==> src/rtl/cpq_pkg.sv <==
package cpq_pkg;
  typedef enum logic [2:0] {
    CMD_NOP  = 3'd0,
    CMD_COPY = 3'd1,
    CMD_FREE = 3'd2,
    CMD_RROW = 3'd3
  } cmd_e;

  localparam logic [2:0] RA_CMD  = 3'd0;
  localparam logic [2:0] RA_ROW  = 3'd1;
  localparam logic [2:0] RA_PTR  = 3'd2;
  localparam logic [2:0] RA_DATA = 3'd3;
  localparam logic [2:0] RA_STAT = 3'd4;
  localparam logic [2:0] RA_INT  = 3'd5;
  localparam logic [2:0] RA_NEXT = 3'd6;

  localparam int ST_BUSY = 8;
  localparam int ST_OVF  = 9;
  localparam int ST_IGN  = 10;

  typedef enum logic [1:0] {
    MP_IDLE = 2'd0,
    MP_REQ  = 2'd1,
    MP_WAIT = 2'd2
  } mp_state_e;
endpackage

==> src/rtl/cpq_addr_fifo.sv <==
module cpq_addr_fifo #(
  parameter int DEPTH = 8,
  parameter int AW    = 12,
  localparam int PW   = $clog2(DEPTH),
  localparam int CW   = $clog2(DEPTH + 1)
) (
  input  logic          clk,
  input  logic          rst_n,
  input  logic          push,
  input  logic [AW-1:0] push_data,
  input  logic          pop,
  output logic [AW-1:0] head,
  output logic [CW-1:0] count,
  output logic          empty,
  output logic          push_ok,
  output logic          drop
);
  logic [AW-1:0] slot_q [DEPTH];
  logic [PW-1:0] wr_q, rd_q;
  logic          full, pop_eff;

  assign empty   = (count == '0);
  assign full    = (count == CW'(DEPTH));
  assign pop_eff = pop && !empty;
  assign push_ok = push && (!full || pop_eff);
  assign drop    = push && !push_ok;
  assign head    = slot_q[rd_q];

  function automatic logic [PW-1:0] bump(input logic [PW-1:0] p);
    return (p == PW'(DEPTH - 1)) ? '0 : p + 1'b1;
  endfunction

  always_ff @(posedge clk) begin
    if (!rst_n) begin
      wr_q  <= '0;
      rd_q  <= '0;
      count <= '0;
    end else begin
      if (push_ok) begin
        slot_q[wr_q] <= push_data;
        wr_q         <= bump(wr_q);
      end
      if (pop_eff) rd_q <= bump(rd_q);
      case ({push_ok, pop_eff})
        2'b10:   count <= count + 1'b1;
        2'b01:   count <= count - 1'b1;
        default: count <= count;
      endcase
    end
  end

  AST_CNT_BOUND: assert property (@(posedge clk) disable iff (!rst_n)
    count <= CW'(DEPTH));
  AST_DROP_KEEPS_CNT: assert property (@(posedge clk) disable iff (!rst_n)
    (push && full && !pop) |=> (count == $past(count)));
  AST_SWAP_KEEPS_CNT: assert property (@(posedge clk) disable iff (!rst_n)
    (push && full && pop) |=> (count == $past(count)));
endmodule

==> src/rtl/cpq_mem_port.sv <==
module cpq_mem_port
  import cpq_pkg::*;
#(
  parameter int AW = 12,
  parameter int RW = 128
) (
  input  logic          clk,
  input  logic          rst_n,
  input  logic          start,
  input  logic [AW-1:0] start_addr,
  input  logic          start_prio,
  output logic          busy,
  output logic          req_valid,
  input  logic          req_ready,
  output logic [AW-1:0] req_addr,
  output logic          req_prio,
  input  logic          rsp_valid,
  input  logic [RW-1:0] rsp_data,
  output logic [RW-1:0] row
);
  mp_state_e     st_q;
  logic [AW-1:0] addr_q;
  logic          prio_q;
  logic [RW-1:0] row_q;

  assign busy      = (st_q != MP_IDLE);
  assign req_valid = (st_q == MP_REQ);
  assign req_addr  = addr_q;
  assign req_prio  = prio_q;
  assign row       = row_q;

  always_ff @(posedge clk) begin
    if (!rst_n) begin
      st_q   <= MP_IDLE;
      addr_q <= '0;
      prio_q <= 1'b0;
      row_q  <= '0;
    end else begin
      case (st_q)
        MP_IDLE: if (start) begin
          st_q   <= MP_REQ;
          addr_q <= start_addr;
          prio_q <= start_prio;
        end
        MP_REQ:  if (req_ready) st_q <= MP_WAIT;
        MP_WAIT: if (rsp_valid) begin
          st_q  <= MP_IDLE;
          row_q <= rsp_data;
        end
        default: st_q <= MP_IDLE;
      endcase
    end
  end

  AST_REQ_HOLD: assert property (@(posedge clk) disable iff (!rst_n)
    (req_valid && !req_ready) |=> (req_valid && $stable(req_addr)));
  AST_PRIO_HOLD: assert property (@(posedge clk) disable iff (!rst_n)
    (req_valid && !req_ready) |=> $stable(req_prio));
  AST_START_BUSY: assert property (@(posedge clk) disable iff (!rst_n)
    (start && !busy) |=> busy);
  AST_RSP_FREES: assert property (@(posedge clk) disable iff (!rst_n)
    (st_q == MP_WAIT && rsp_valid) |=> !busy);
endmodule

==> src/rtl/cpq_row_map.sv <==
module cpq_row_map #(
  parameter int AW     = 12,
  parameter int STRIDE = 256
) (
  input  logic          ext_exp,
  input  logic          int_exp,
  input  logic [AW-1:0] base,
  output logic          nxt_valid,
  output logic [AW-1:0] nxt_addr
);
  localparam logic [AW-1:0] STEP_INT = AW'(STRIDE);
  localparam logic [AW-1:0] STEP_ONE = AW'(1);

  always_comb begin
    nxt_valid = !ext_exp;
    nxt_addr  = '0;
    if (!ext_exp) nxt_addr = base + (int_exp ? STEP_INT : STEP_ONE);
  end
endmodule

==> src/rtl/cpq_host_seq.sv <==
module cpq_host_seq
  import cpq_pkg::*;
#(
  parameter int ROW_AW     = 12,
  parameter int Q_DEPTH    = 8,
  parameter int ROW_WORDS  = 4,
  parameter int INT_STRIDE = 256,
  localparam int ROW_BITS  = ROW_WORDS * 32,
  localparam int PTR_W     = $clog2(ROW_WORDS),
  localparam int CNT_W     = $clog2(Q_DEPTH + 1)
) (
  input  logic                clk,
  input  logic                rst_n,
  input  logic                cfg_master,
  input  logic                cfg_ext_exp,
  input  logic                cfg_int_exp,
  input  logic                cfg_prio_en,
  input  logic                arr_valid,
  output logic                arr_ready,
  input  logic [ROW_AW-1:0]   arr_addr,
  input  logic                hst_we,
  input  logic [2:0]          hst_addr,
  input  logic [31:0]         hst_wdata,
  output logic [31:0]         hst_rdata,
  output logic                irq,
  output logic                mem_req_valid,
  input  logic                mem_req_ready,
  output logic [ROW_AW-1:0]   mem_req_addr,
  output logic                mem_req_prio,
  input  logic                mem_rsp_valid,
  input  logic [ROW_BITS-1:0] mem_rsp_data
);
  logic [ROW_AW-1:0] head, row_addr_q, nxt_addr;
  logic [CNT_W-1:0]  q_count;
  logic              q_empty, push_ok, drop, busy, nxt_valid;
  logic              irq_q, ovf_q, ign_q;
  logic [PTR_W-1:0]  ptr_q;
  logic [ROW_BITS-1:0] row;
  logic [31:0]       words [ROW_WORDS];
  logic              cmd_wr, cmd_ok, do_copy, do_free, do_rrow;
  logic              wr_row, wr_ptr, wr_stat, wr_int;
  cmd_e              code;
  logic              unused_wdata;

  assign arr_ready    = 1'b1;
  assign unused_wdata = ^hst_wdata;

  assign code    = cmd_e'(hst_wdata[2:0]);
  assign cmd_wr  = hst_we && (hst_addr == RA_CMD);
  assign cmd_ok  = cmd_wr && !busy;
  assign do_copy = cmd_ok && cfg_master && (code == CMD_COPY) && !q_empty;
  assign do_free = cmd_ok && cfg_master && (code == CMD_FREE);
  assign do_rrow = cmd_ok && (code == CMD_RROW);
  assign wr_row  = hst_we && (hst_addr == RA_ROW);
  assign wr_ptr  = hst_we && (hst_addr == RA_PTR);
  assign wr_stat = hst_we && (hst_addr == RA_STAT);
  assign wr_int  = hst_we && (hst_addr == RA_INT);

  cpq_addr_fifo #(.DEPTH(Q_DEPTH), .AW(ROW_AW)) u_fifo (
    .clk       (clk),
    .rst_n     (rst_n),
    .push      (arr_valid),
    .push_data (arr_addr),
    .pop       (do_free),
    .head      (head),
    .count     (q_count),
    .empty     (q_empty),
    .push_ok   (push_ok),
    .drop      (drop)
  );

  cpq_mem_port #(.AW(ROW_AW), .RW(ROW_BITS)) u_mem (
    .clk        (clk),
    .rst_n      (rst_n),
    .start      (do_rrow),
    .start_addr (row_addr_q),
    .start_prio (cfg_prio_en),
    .busy       (busy),
    .req_valid  (mem_req_valid),
    .req_ready  (mem_req_ready),
    .req_addr   (mem_req_addr),
    .req_prio   (mem_req_prio),
    .rsp_valid  (mem_rsp_valid),
    .rsp_data   (mem_rsp_data),
    .row        (row)
  );

  cpq_row_map #(.AW(ROW_AW), .STRIDE(INT_STRIDE)) u_map (
    .ext_exp   (cfg_ext_exp),
    .int_exp   (cfg_int_exp),
    .base      (row_addr_q),
    .nxt_valid (nxt_valid),
    .nxt_addr  (nxt_addr)
  );

  for (genvar g = 0; g < ROW_WORDS; g++) begin : g_word
    assign words[g] = row[g*32 +: 32];
  end

  always_ff @(posedge clk) begin
    if (!rst_n) begin
      row_addr_q <= '0;
      ptr_q      <= '0;
      irq_q      <= 1'b0;
      ovf_q      <= 1'b0;
      ign_q      <= 1'b0;
    end else begin
      if (do_copy)     row_addr_q <= head;
      else if (wr_row) row_addr_q <= hst_wdata[ROW_AW-1:0];
      if (wr_ptr) ptr_q <= hst_wdata[PTR_W-1:0];
      if (push_ok)                     irq_q <= 1'b1;
      else if (wr_int && hst_wdata[0]) irq_q <= 1'b0;
      if (drop)                             ovf_q <= 1'b1;
      else if (wr_stat && hst_wdata[ST_OVF]) ovf_q <= 1'b0;
      if (cmd_wr && busy)                   ign_q <= 1'b1;
      else if (wr_stat && hst_wdata[ST_IGN]) ign_q <= 1'b0;
    end
  end

  assign irq = irq_q;

  always_comb begin
    hst_rdata = '0;
    case (hst_addr)
      RA_ROW:  hst_rdata[ROW_AW-1:0] = row_addr_q;
      RA_PTR:  hst_rdata[PTR_W-1:0]  = ptr_q;
      RA_DATA: hst_rdata = words[ptr_q];
      RA_STAT: begin
        hst_rdata[CNT_W-1:0] = q_count;
        hst_rdata[ST_BUSY]   = busy;
        hst_rdata[ST_OVF]    = ovf_q;
        hst_rdata[ST_IGN]    = ign_q;
      end
      RA_INT:  hst_rdata[0] = irq_q;
      RA_NEXT: begin
        hst_rdata[31]         = nxt_valid;
        hst_rdata[ROW_AW-1:0] = nxt_addr;
      end
      default: hst_rdata = '0;
    endcase
  end

  AST_IRQ_ON_PUSH: assert property (@(posedge clk) disable iff (!rst_n)
    push_ok |=> irq);
  AST_SLAVE_ROW: assert property (@(posedge clk) disable iff (!rst_n)
    (cmd_wr && !cfg_master && code == CMD_COPY) |=> $stable(row_addr_q));
  AST_IGN_FLAG: assert property (@(posedge clk) disable iff (!rst_n)
    (cmd_wr && busy) |=> ign_q);
  AST_OVF_FLAG: assert property (@(posedge clk) disable iff (!rst_n)
    drop |=> ovf_q);
  AST_NO_REQ_IDLE: assert property (@(posedge clk) disable iff (!rst_n)
    mem_req_valid |-> busy);
endmodule

==> config.mk <==
export PLATFORM = sky130hd
export DESIGN_NAME = cpq_host_seq
export DESIGN_NICKNAME = d
export VERILOG_FILES = /design/src/rtl/cpq_pkg.sv /design/src/rtl/cpq_addr_fifo.sv /design/src/rtl/cpq_mem_port.sv /design/src/rtl/cpq_row_map.sv /design/src/rtl/cpq_host_seq.sv
export SDC_FILE = /design/constraint.sdc
export NUM_CORES = 1
export LEC_CHECK = 0
export ABC_AREA = 0
export BUFFER_PORTS_ARGS = -buffer_cell sky130_fd_sc_hd__buf_2
export CORE_MARGIN = 1
export CORE_UTILIZATION = 45
export DETAILED_ROUTE_END_ITERATION = 6
export GPL_TIMING_DRIVEN = 0
export PLACE_DENSITY = 0.67
export SLEW_MARGIN = 20
export SYNTH_ARGS = -nofsm -noshare
export SYNTH_HDL_FRONTEND = slang
export SYNTH_SLANG_ARGS = --single-unit
==> constraint.sdc <==
create_clock -name clk -period 4.7 [get_ports clk]
set_clock_uncertainty 0.15 [all_clocks]
set_input_delay 0.94 -clock clk [delete_from_list [all_inputs] [get_ports clk]]
set_output_delay 0.94 -clock clk [all_outputs]
set_load 0.05 [all_outputs]
==> results of run 1 <==
[report_power, final]
group	internal, mW	switching [mW]
logic	0.0973	0.148
clock network	1.47	0.919
registers	2.43	0.0163
[flip-flops by register name (all words and copies together) (netlist names), named ones only]
| signal | count |
|---|---|
| u_fifo.wr_q | 3 |
| u_fifo.slot_q | 96 |
| u_mem.req_prio | 1 |
| irq | 1 |
| row_addr_q | 12 |
| u_mem.st_q | 2 |
| u_mem.row | 128 |
| ign_q | 1 |
| u_fifo.rd_q | 3 |
| u_mem.req_addr | 12 |
| ptr_q | 2 |
| ovf_q | 1 |
| u_fifo.count | 4 |
[cell usage after synthesis, types with 5 or more instances]
master	n
nand2_1	286
dfxtp_1	173
a21oi_1	142
edfxtp_1	96
clkbuf_1	57
mux4_2	56
mux2i_1	31
nor2_1	28
and2_1	20
o21ai_1	15
buf_2	12
nand3_1	11
a32oi_1	9
ha_1	9
inv_1	8
a22oi_1	7
buf_1	7
nor3_1	7
a31oi_1	6
mux2_2	5
o211ai_1	5
[critical path, delay by kind of cell]
family / cells / cell delay (ns)
and+or+nand+nor: 2 / 0.46
buffers and inverters: 5 / 1.71
[stage by stage]
step	cells	utilization [%]	power [mW]	TNS (ns)	hold slack (ns)
3_3_place_gp	1612	51.6	2.73	-12.03	0.288
2_1_floorplan	1072	-	2.60	0	0.283
6_report	1676	56.1	5.08	0	0.302
5_1_grt	1675	56.1	5.23	0	0.316
4_1_cts	1674	56.1	5.11	0	0.303
3_5_place_dp	1622	52.1	2.74	0	0.295
[worst min path at each step]
stage	cells after the start	slack, ns	to
floorplan	2	0.28	u_mem.row[64]
global placement	2	0.29	u_mem.row[74]
detailed placement	2	0.29	u_mem.row[122]
CTS	2	0.30	u_mem.row[122]
global route	2	0.32	u_mem.row[40]
finish	2	0.30	u_mem.row[122]
[layer usage]
metal / up-vias / global-route usage, % / wire length (um)
li1: 4343 / - / -
met1: 4410 / 31.8 / 13500
met2: 328 / 41.7 / 15600
met3: 72 / 4.29 / 2440
met4: 12 / 7.98 / 897
met5: - / 0 / 76
[kinds of logic after synthesis]
family	synth area share (%)
xor+xnor	0.305
simple gates	15.9
buf+inv	3.23
compound gates	9.99
mux	14.2
fa+ha+maj	1.15
other cells	0.0326
flops	55.2
[final cells by class]
| cell class | instances | area (um^2) |
|---|---|---|
| tap | 330 | 413 |
| multi-input combinational | 714 | 4830 |
| timing repair buffer | 220 | 1120 |
| buffer | 80 | 338 |
| inverter | 9 | 33.8 |
| fill | 2221 | 11000 |
| sequential | 269 | 6350 |
| clock inverter | 15 | 211 |
| clock buffer | 37 | 796 |
| antenna | 2 | 5.00 |
==> summary.md, run 1 <==
| Metric | Value |
|---|---|
| Status | finished, final reports clean |
| RR Endpoint | u_fifo.slot_q[6][9] |
| Vias post-DR | 9165 |
| Hold WC Path Type | reg -> reg |
| Starting DRT DRC Count | 715 |
| CTS tree | yes |
| Post-CTS Hold Fix Bufs | 0 |
| Yosys Warn Count | 0 |
| Worst-Skew Late Latency | 0.55 ns |
| Antenna violations before repair | 8 |
| TritonRoute pass-1 iters | 5 |
| DRC viols | 0 |
| Routed wire length per instance | 19.4 um |
| WP data required | 3.61 ns |
| Global-route usage over all layers | 24.5% |
| CTS resizes | 0 |
| Commonest non-fill, non-tap cell in the layout | nand2_1 |
| Share of cells above drive strength 1 | 26.6% |
| Cts bufs inserted | 29 |
| Synth-to-Final Area Change | 22.6% |
| Area share of the largest cell type after synthesis | 30.1% |
| Total I/O pin count | 233 |
| Core area | 25100 um^2 |
| Initial Util | 45.8% |
| H-tree Lvls | 1 |
| CP max stage cell | clkbuf_1 |
| Commonest cells after routing, fill and taps aside | nand2_1, buf_2, dfxtp_1 |
| Fin crit share | 89.5% |
| Worst Setup End Kind | primary output |
| Nets | 1518 |
| Critical Path Max Stage Delay | 0.56 ns |
| Peak VDD IR | 0.399 mV |
| RD Place Congestion | 0.856 |
| Cell Pwr Density | 360 nW/um^2 |
| Cells taking the most area after synthesis | dfxtp_1, edfxtp_1, mux4_2, nand2_1, a21oi_1 |
| Die Y | 162 um |
| Design area | 14100 um^2 |
| Setup Buffers After CTS | 0 |
| FP Rows | 58 |
| Worst hold start | u_mem.row[122] |
| Place WS | 0.483 ns |
| Net count after synthesis | 1267 |
| Yosys reg bits | 269 |
| Grt ovf | 0 |
| Max-slew violations | 0 |
| Routed vias/inst | 5.47 |
| Crit path cell chain | buf_2 > clkbuf_1 > and3b_1 > clkbuf_1 > clkbuf_1 > and2_1 > buf_2 |
| Global-route wire length before repair | 49.0 mm |
| Area leader, netlist | dfxtp_1 |
| RSZ-0062 raised after global routing | no |
| Clk pin slew, worst setup/hold paths | 0.06 ns |
| Max-cap violations | 0 |
| Detailed placement HPWL | 24.1 mm |
| Mapped Area | 11500 um^2 |
| Critical path peak fanout | 10 |
| Number of synthesized flops with an enable pin | 96 |
| Antenna-violating nets left | 0 |
| Die Wd | 162 um |
| Root Driver | clkbuf_16 |
| Async set or reset register ratio after synthesis | 0% |
| Mean Syn Cell Area | 10.7 um^2 |
| Ys flop type | dfxtp_1 |
| Mapped Cells | 1072 |
| WP data arrival | 3.12 ns |
| Crit path kind | in -> out |
| Vias in the first global route | 8892 |
| Yosys cell types | 65 |
| Final hold violations | 0 |
| Die area | 26200 um^2 |
| Worst r2r src | u_mem.st_q[1] |
| Final worst path period need | 4.21 ns |
| Slew margin rel. | 39.1% |
| Critical Path Source Type | input port |
| FF-to-FF path depth | 6 |
| Seq/Total Area, Yosys | 55.2% |
| Final WL | 32.5 mm |
| Endpoints failing setup | 0 |
| Pin count of the biggest net entering global routing | 15 |
| Worst slew pin tran | 0.913 ns |
| Post-DP Area | 13100 um^2 |
| CP endpoint | hst_rdata[21] |
| Reg2Reg Setup Slack | 1.71 ns |
| Clock sinks | 269 |
| Achievable frequency | 238 MHz |
| Final worst-path setup slack | 0.493 ns |
| IO buf count | 210 |
| Worst setup path startpoint | hst_addr[0] |
| Leakage | 5.09 nW |
| Clock Path Buffers | 3 |
| Crit path top cell by count | clkbuf_1 |
Power figures use the tool's default switching activity.
==> inputs of run 2 (changes only) <==
--- a/config.mk
+++ b/config.mk
@@ -6,7 +6,7 @@
 export NUM_CORES = 1
 export LEC_CHECK = 0
 export ABC_AREA = 0
-export BUFFER_PORTS_ARGS = -buffer_cell sky130_fd_sc_hd__buf_2
+export BUFFER_PORTS_ARGS = -buffer_cell sky130_fd_sc_hd__clkbuf_2
 export CORE_MARGIN = 1
 export CORE_UTILIZATION = 45
 export DETAILED_ROUTE_END_ITERATION = 6
==> run 2 against run 1 <==
Highest routed layer unchanged. Sequential share of layout area up 0.23 points. Sequential cell count unchanged. Final cell count down 0.18%. Die area stayed put. Largest power group unchanged.
==> summary.md, run 2 (synthesized netlist as in run 1, its figures left out) <==
| Metric | Value |
|---|---|
| Peak VDD IR | 0.276 mV (was 0.399 mV) |
| Status | finished, final reports clean (unchanged) |
| Worst Setup End Kind | primary output (unchanged) |
| Die area | 26200 um^2 (unchanged) |
| Die Wd | 162 um (unchanged) |
| Cts bufs inserted | 27 (was 29) |
| Switching pwr | 1.08 mW (about the same) |
| Die Y | 162 um (unchanged) |
| Internal power | 3.85 mW (was 3.99 mW) |
| CTS tree | yes (unchanged) |
| Clk pin slew, worst setup/hold paths | 0.06 ns (about the same) |
| Antenna violations before repair | 4 (was 8) |
| FF+latch area | 6350 um^2 (unchanged) |
| Max-slew violations | 0 (unchanged) |
| Core area | 25100 um^2 (unchanged) |
| Antenna-violating nets left | 0 (unchanged) |
| Sum of negative setup slack | 0 ns (unchanged) |
| Reg2Reg Setup Slack | 1.78 ns (was 1.71 ns) |
| Starting DRT DRC Count | 702 (was 715) |
| Routed vias/inst | 5.46 (was 5.47) |
| Filler-free cell count of the finished design | 1673 (was 1676) |
| Sequential group share of total power | 49.5% (was 48.2%) |
| CTS resizes | 0 (unchanged) |
| Slew margin rel. | 38.3% (was 39.1%) |
| Multi-input logic area | 4830 um^2 (unchanged) |
| RR Endpoint | u_fifo.slot_q[0][7] (was u_fifo.slot_q[6][9]) |
| Worst r2r src | u_mem.st_q[1] (unchanged) |
| Commonest cells after routing, fill and taps aside | nand2_1, clkbuf_2, dfxtp_1 (was nand2_1, buf_2, dfxtp_1) |
| Max-cap violations | 0 (unchanged) |
| Final hold violations | 0 (unchanged) |
| Worst-Skew Late Latency | 0.52 ns (was 0.55 ns) |
| Endpoints failing setup | 0 (unchanged) |
| Post-CTS Hold Fix Bufs | 0 (unchanged) |
| Critical path peak fanout | 10 (unchanged) |
| Worst slew pin tran | 0.925 ns (was 0.913 ns) |
| Global-route wire length before repair | 49.7 mm (was 49.0 mm) |
| RSZ-0062 raised after global routing | no (unchanged) |
| WP data arrival | 3.16 ns (was 3.12 ns) |
| Crit path kind | in -> out (unchanged) |
| Setup Buffers After CTS | 0 (unchanged) |
| Pin count of the biggest net entering global routing | 16 (was 15) |
| Global-route usage over all layers | 24.9% (was 24.5%) |
| Final worst path period need | 4.25 ns (was 4.21 ns) |
| H-tree Lvls | 1 (unchanged) |
| Vias in the first global route | 8837 (was 8892) |
| DRC viols | 0 (unchanged) |
| Nets | 1517 (was 1518) |
| Vias post-DR | 9142 (was 9165) |
| Routed wire length per instance | 19.5 um (was 19.4 um) |
| Hold WC Path Type | reg -> reg (unchanged) |
| Detailed placement HPWL | 24.2 mm (was 24.1 mm) |
| Initial Util | 45.8% (unchanged) |
| Clock sinks | 269 (unchanged) |
| Filler cell count | 2219 (was 2221) |
| RD Place Congestion | 0.853 (was 0.856) |
| Clock Path Buffers | 3 (unchanged) |
| Net Sw Frac | 21.9% (was 21.3%) |
| Grt ovf | 0 (unchanged) |
| TritonRoute pass-1 iters | 7 (was 5) |
| FP Rows | 58 (unchanged) |
| Clk pwr share | 45.5% (was 47.0%) |
| Root Driver | clkbuf_16 (unchanged) |
| Final WL | 32.7 mm (was 32.5 mm) |
| Fin crit share | 90.4% (was 89.5%) |
| CP endpoint | hst_rdata[21] (unchanged) |
| IO buf count | 210 (unchanged) |
| Hold_ws | 0.304 ns (was 0.302 ns) |
| Cell Pwr Density | 352 nW/um^2 (was 360 nW/um^2) |
| Worst setup path startpoint | hst_addr[0] (unchanged) |
| Achievable frequency | 235 MHz (was 238 MHz) |
| Design area | 14000 um^2 (was 14100 um^2) |
| Share of cells above drive strength 1 | 26.7% (was 26.6%) |
| FF-to-FF path depth | 6 (unchanged) |
| Commonest non-fill, non-tap cell in the layout | nand2_1 (unchanged) |
| Total I/O pin count | 233 (unchanged) |
| Comb pwr share | 5.0% (was 4.8%) |
| Synth-to-Final Area Change | 22.0% (was 22.6%) |
| Post-DP Area | 13100 um^2 (about the same) |
| Critical Path Source Type | input port (unchanged) |
| Hold path depth | 2 (unchanged) |
| Total power | 4.94 mW (was 5.08 mW) |
| Max reg flops | 128 (unchanged) |
| WP data required | 3.61 ns (about the same) |
| Leakage | 5.04 nW (was 5.09 nW) |
| Placed Cells | 1623 (was 1622) |
==> run 2: changes by cell type in the layout (fill, tap and decap cells not counted), moves of 3 or more <==
| cell | previous run | this run |
|---|---|---|
| clkbuf_2 | 0 | 210 |
| inv_6 | 3 | 0 |
| clkinvlp_4 | 0 | 3 |
| clkbuf_8 | 4 | 0 |
| buf_2 | 224 | 14 |
==> run 2: layer usage <==
metal / up-vias / share of wire, % / GRT usage [%]
li1: 4337 / - / -
met1: 4388 / 41 / 32.1
met2: 353 / 48 / 42.2
met3: 58 / 7.9 / 4.83
met4: 6 / 2.7 / 7.76
met5: - / 0.12 / 0
==> run 2: worst min path at each step <==
stage / from / to
finish: u_mem.row[67] / u_mem.row[67]
global route: u_mem.row[84] / u_mem.row[84]
CTS: u_mem.row[84] / u_mem.row[84]
detailed placement: u_mem.row[84] / u_mem.row[84]
global placement: u_mem.row[74] / u_mem.row[74]
floorplan: u_mem.row[64] / u_mem.row[64]
==> run 2: power groups by stage <==
stage	registers, mW	logic [mW]	clock network (mW)
5_1_grt	2.45	0.267	2.36
2_1_floorplan	2.49	0.106	0
4_1_cts	2.44	0.247	2.27
6_report	2.44	0.247	2.25
3_5_place_dp	2.50	0.245	0
3_3_place_gp	2.49	0.238	0
==> run 2: per-stage QoR <==
step,utilization (%),setup WS (ns)
2_1_floorplan,-,0.919
3_3_place_gp,51.6,-0.708
3_5_place_dp,52.2,0.470
4_1_cts,55.9,0.458
5_1_grt,55.9,0.362
6_report,55.9,0.452
==> run 2: area by class of cell <==
class,instances,share of cell area (%)
antenna,1,0.0178
buffer,80,2.41
clock buffer,29,4.87
clock inverter,20,1.71
inverter,9,0.241
multi-input combinational,714,34.4
sequential,269,45.2
tap,330,2.94
timing repair buffer,221,8.13
==> run 2: critical path, cell delays in order <==
cell and delay (ns):
clkbuf_2 0.12, clkbuf_1 0.31, and3b_1 0.23, clkbuf_1 0.60
clkbuf_1 0.45, and2_1 0.22, clkbuf_2 0.28
==> inputs of run 3 (changes only) <==
--- a/config.mk
+++ b/config.mk
@@ -6,12 +6,11 @@
 export NUM_CORES = 1
 export LEC_CHECK = 0
 export ABC_AREA = 0
-export BUFFER_PORTS_ARGS = -buffer_cell sky130_fd_sc_hd__clkbuf_2
 export CORE_MARGIN = 1
 export CORE_UTILIZATION = 45
 export DETAILED_ROUTE_END_ITERATION = 6
+export DONT_BUFFER_PORTS = 1
 export GPL_TIMING_DRIVEN = 0
-export PLACE_DENSITY = 0.67
 export SLEW_MARGIN = 20
 export SYNTH_ARGS = -nofsm -noshare
 export SYNTH_HDL_FRONTEND = slang
==> run 3 against run 2 <==
Hold slack better by 0.00056 ns. Total power decreased by 1.0%. Wire length down 4.2%. Sequential share of layout area up 3.4 points. First-iteration DRC count grew 3.6%. Global-route usage is 1.1 points lower. Core utilization shrank 4.0 points. Final cell count shrank 12%. Maximum frequency is 3.0% lower.
==> summary.md, run 3 (synthesized netlist as in run 1, its figures left out) <==
| Metric | Value |
|---|---|
| Status | finished, final reports clean (unchanged) |
| Worst-Skew Late Latency | 0.54 ns (was 0.52 ns) |
| WP data required | 3.61 ns (about the same) |
| Clk pin slew, worst setup/hold paths | 0.06 ns (about the same) |
| Vias post-DR | 8258 (was 9142) |
| H-tree Lvls | 1 (unchanged) |
| Share of cells above drive strength 1 | 13.5% (was 26.7%) |
| Setup Buffers After CTS | 0 (unchanged) |
| Vias in the first global route | 8127 (was 8837) |
| Endpoints failing setup | 0 (unchanged) |
| Peak VDD IR | 0.367 mV (was 0.276 mV) |
| Total power | 4.89 mW (was 4.94 mW) |
| Max-cap violations | 0 (unchanged) |
| Max-slew violations | 0 (unchanged) |
| Critical Path Source Type | flip-flop (was input port) |
| CTS tree | yes (unchanged) |
| Global-route usage over all layers | 23.8% (was 24.9%) |
| Final hold violations | 0 (unchanged) |
| Clock Path Buffers | 3 (unchanged) |
| Cts bufs inserted | 29 (was 27) |
| Antenna violations before repair | 1 (was 4) |
| Achievable frequency | 228 MHz (was 235 MHz) |
| Core area | 25100 um^2 (unchanged) |
| Detailed placement HPWL | 23.3 mm (was 24.2 mm) |
| Nets | 1310 (was 1517) |
| Clock sinks | 269 (unchanged) |
| Hold WC Path Type | reg -> reg (unchanged) |
| TritonRoute pass-1 iters | 5 (was 7) |
| Commonest non-fill, non-tap cell in the layout | nand2_1 (unchanged) |
| Fin crit share | 93.2% (was 90.4%) |
| Synth-to-Final Area Change | 13.4% (was 22.0%) |
| Commonest cells after routing, fill and taps aside | nand2_1, dfxtp_1, a21oi_1 (was nand2_1, clkbuf_2, dfxtp_1) |
| Die area | 26200 um^2 (unchanged) |
| Slew margin rel. | 19.5% (was 38.3%) |
| Routed vias/inst | 5.63 (was 5.46) |
| Critical path peak fanout | 10 (unchanged) |
| Die Y | 162 um (unchanged) |
| Max reg flops | 128 (unchanged) |
| DRC viols | 0 (unchanged) |
| Leakage | 4.19 nW (was 5.04 nW) |
| Global-route wire length before repair | 47.2 mm (was 49.7 mm) |
| CTS resizes | 0 (unchanged) |
| Initial Util | 45.8% (unchanged) |
| Root Driver | clkbuf_16 (unchanged) |
| FP Rows | 58 (unchanged) |
| Post-CTS Hold Fix Bufs | 0 (unchanged) |
| Final WL | 31.3 mm (was 32.7 mm) |
| Starting DRT DRC Count | 727 (was 702) |
| Cell Pwr Density | 375 nW/um^2 (was 352 nW/um^2) |
| Antenna-violating nets left | 0 (unchanged) |
| Worst slew pin tran | 1.20 ns (was 0.925 ns) |
| IO buf count | 0 (was 210) |
| WP data arrival | 3.29 ns (was 3.16 ns) |
| Crit path kind | reg -> out (was in -> out) |
| Pin count of the biggest net entering global routing | 15 (was 16) |
| RD Place Congestion | 0.831 (was 0.853) |
| Final worst path period need | 4.38 ns (was 4.25 ns) |
| Grt ovf | 0 (unchanged) |
| Total I/O pin count | 233 (unchanged) |
| RSZ-0062 raised after global routing | no (unchanged) |
| Hold_ws | 0.304 ns (about the same) |
| Sum of negative setup slack | 0 ns (unchanged) |
| Die Wd | 162 um (unchanged) |
| Routed wire length per instance | 21.4 um (was 19.5 um) |
| Worst Setup End Kind | primary output (unchanged) |
==> run 3: path summary, 6_finish.rpt <==
kind / start / to / slack, ns / depth (start not counted)
max: ptr_q[1] / hst_rdata[10] / 0.32 / 5
min: u_mem.row[103] / u_mem.row[103] / 0.30 / 2
max reg2reg: u_mem.st_q[1] / u_fifo.slot_q[6][4] / 1.62 / 6
min reg2reg: u_mem.row[103] / u_mem.row[103] / 0.30 / 2
==> run 3: worst max-delay path, cell delays in order (launching register included) <==
cell,delay [ns]
dfxtp_1,0.30
clkbuf_1,0.40
clkbuf_1,0.66
mux4_2,0.47
a222oi_1,0.39
nand3_1,0.52
==> run 3: area by class of cell <==
cell class              count  area [um^2]
fillers                  2269        12100
well taps                 330          413
plain buffers              80          338
clock inverters             8         70.1
clock buffers              43          901
inverters                   9         33.8
repair buffers             12         91.3
flip-flops and latches    269         6350
diodes                      2         5.00
multi-input cells         714         4840
==> run 3: metrics by stage <==
stage          instances  instance area, um^2  util (%)  worst slack (ns)
6_report            1467                13000      51.9             0.319
4_1_cts             1465                13000      51.9             0.354
5_1_grt             1465                13000      51.9             0.283
3_3_place_gp        1402                11900      47.4            -0.524
2_1_floorplan       1072                11500         -             0.919
3_5_place_dp        1414                12100      48.0             0.582
==> run 3: where the power goes <==
part / internal, mW / switching, mW / leakage (nW)
combinational: 0.0494 / 0.101 / 1.45
sequential: 2.43 / 0.0193 / 2.26
clock: 1.37 / 0.915 / 0.483
total: 3.85 / 1.04 / 4.19
==> run 3: layer usage <==
layer	GRT usage (%)	routed length, um	vias to the layer above
met2	40.7	15600	279
met5	0	0	-
li1	-	-	3929
met3	4.55	2220	65
met4	7.59	945	0
met1	30.3	12500	3985
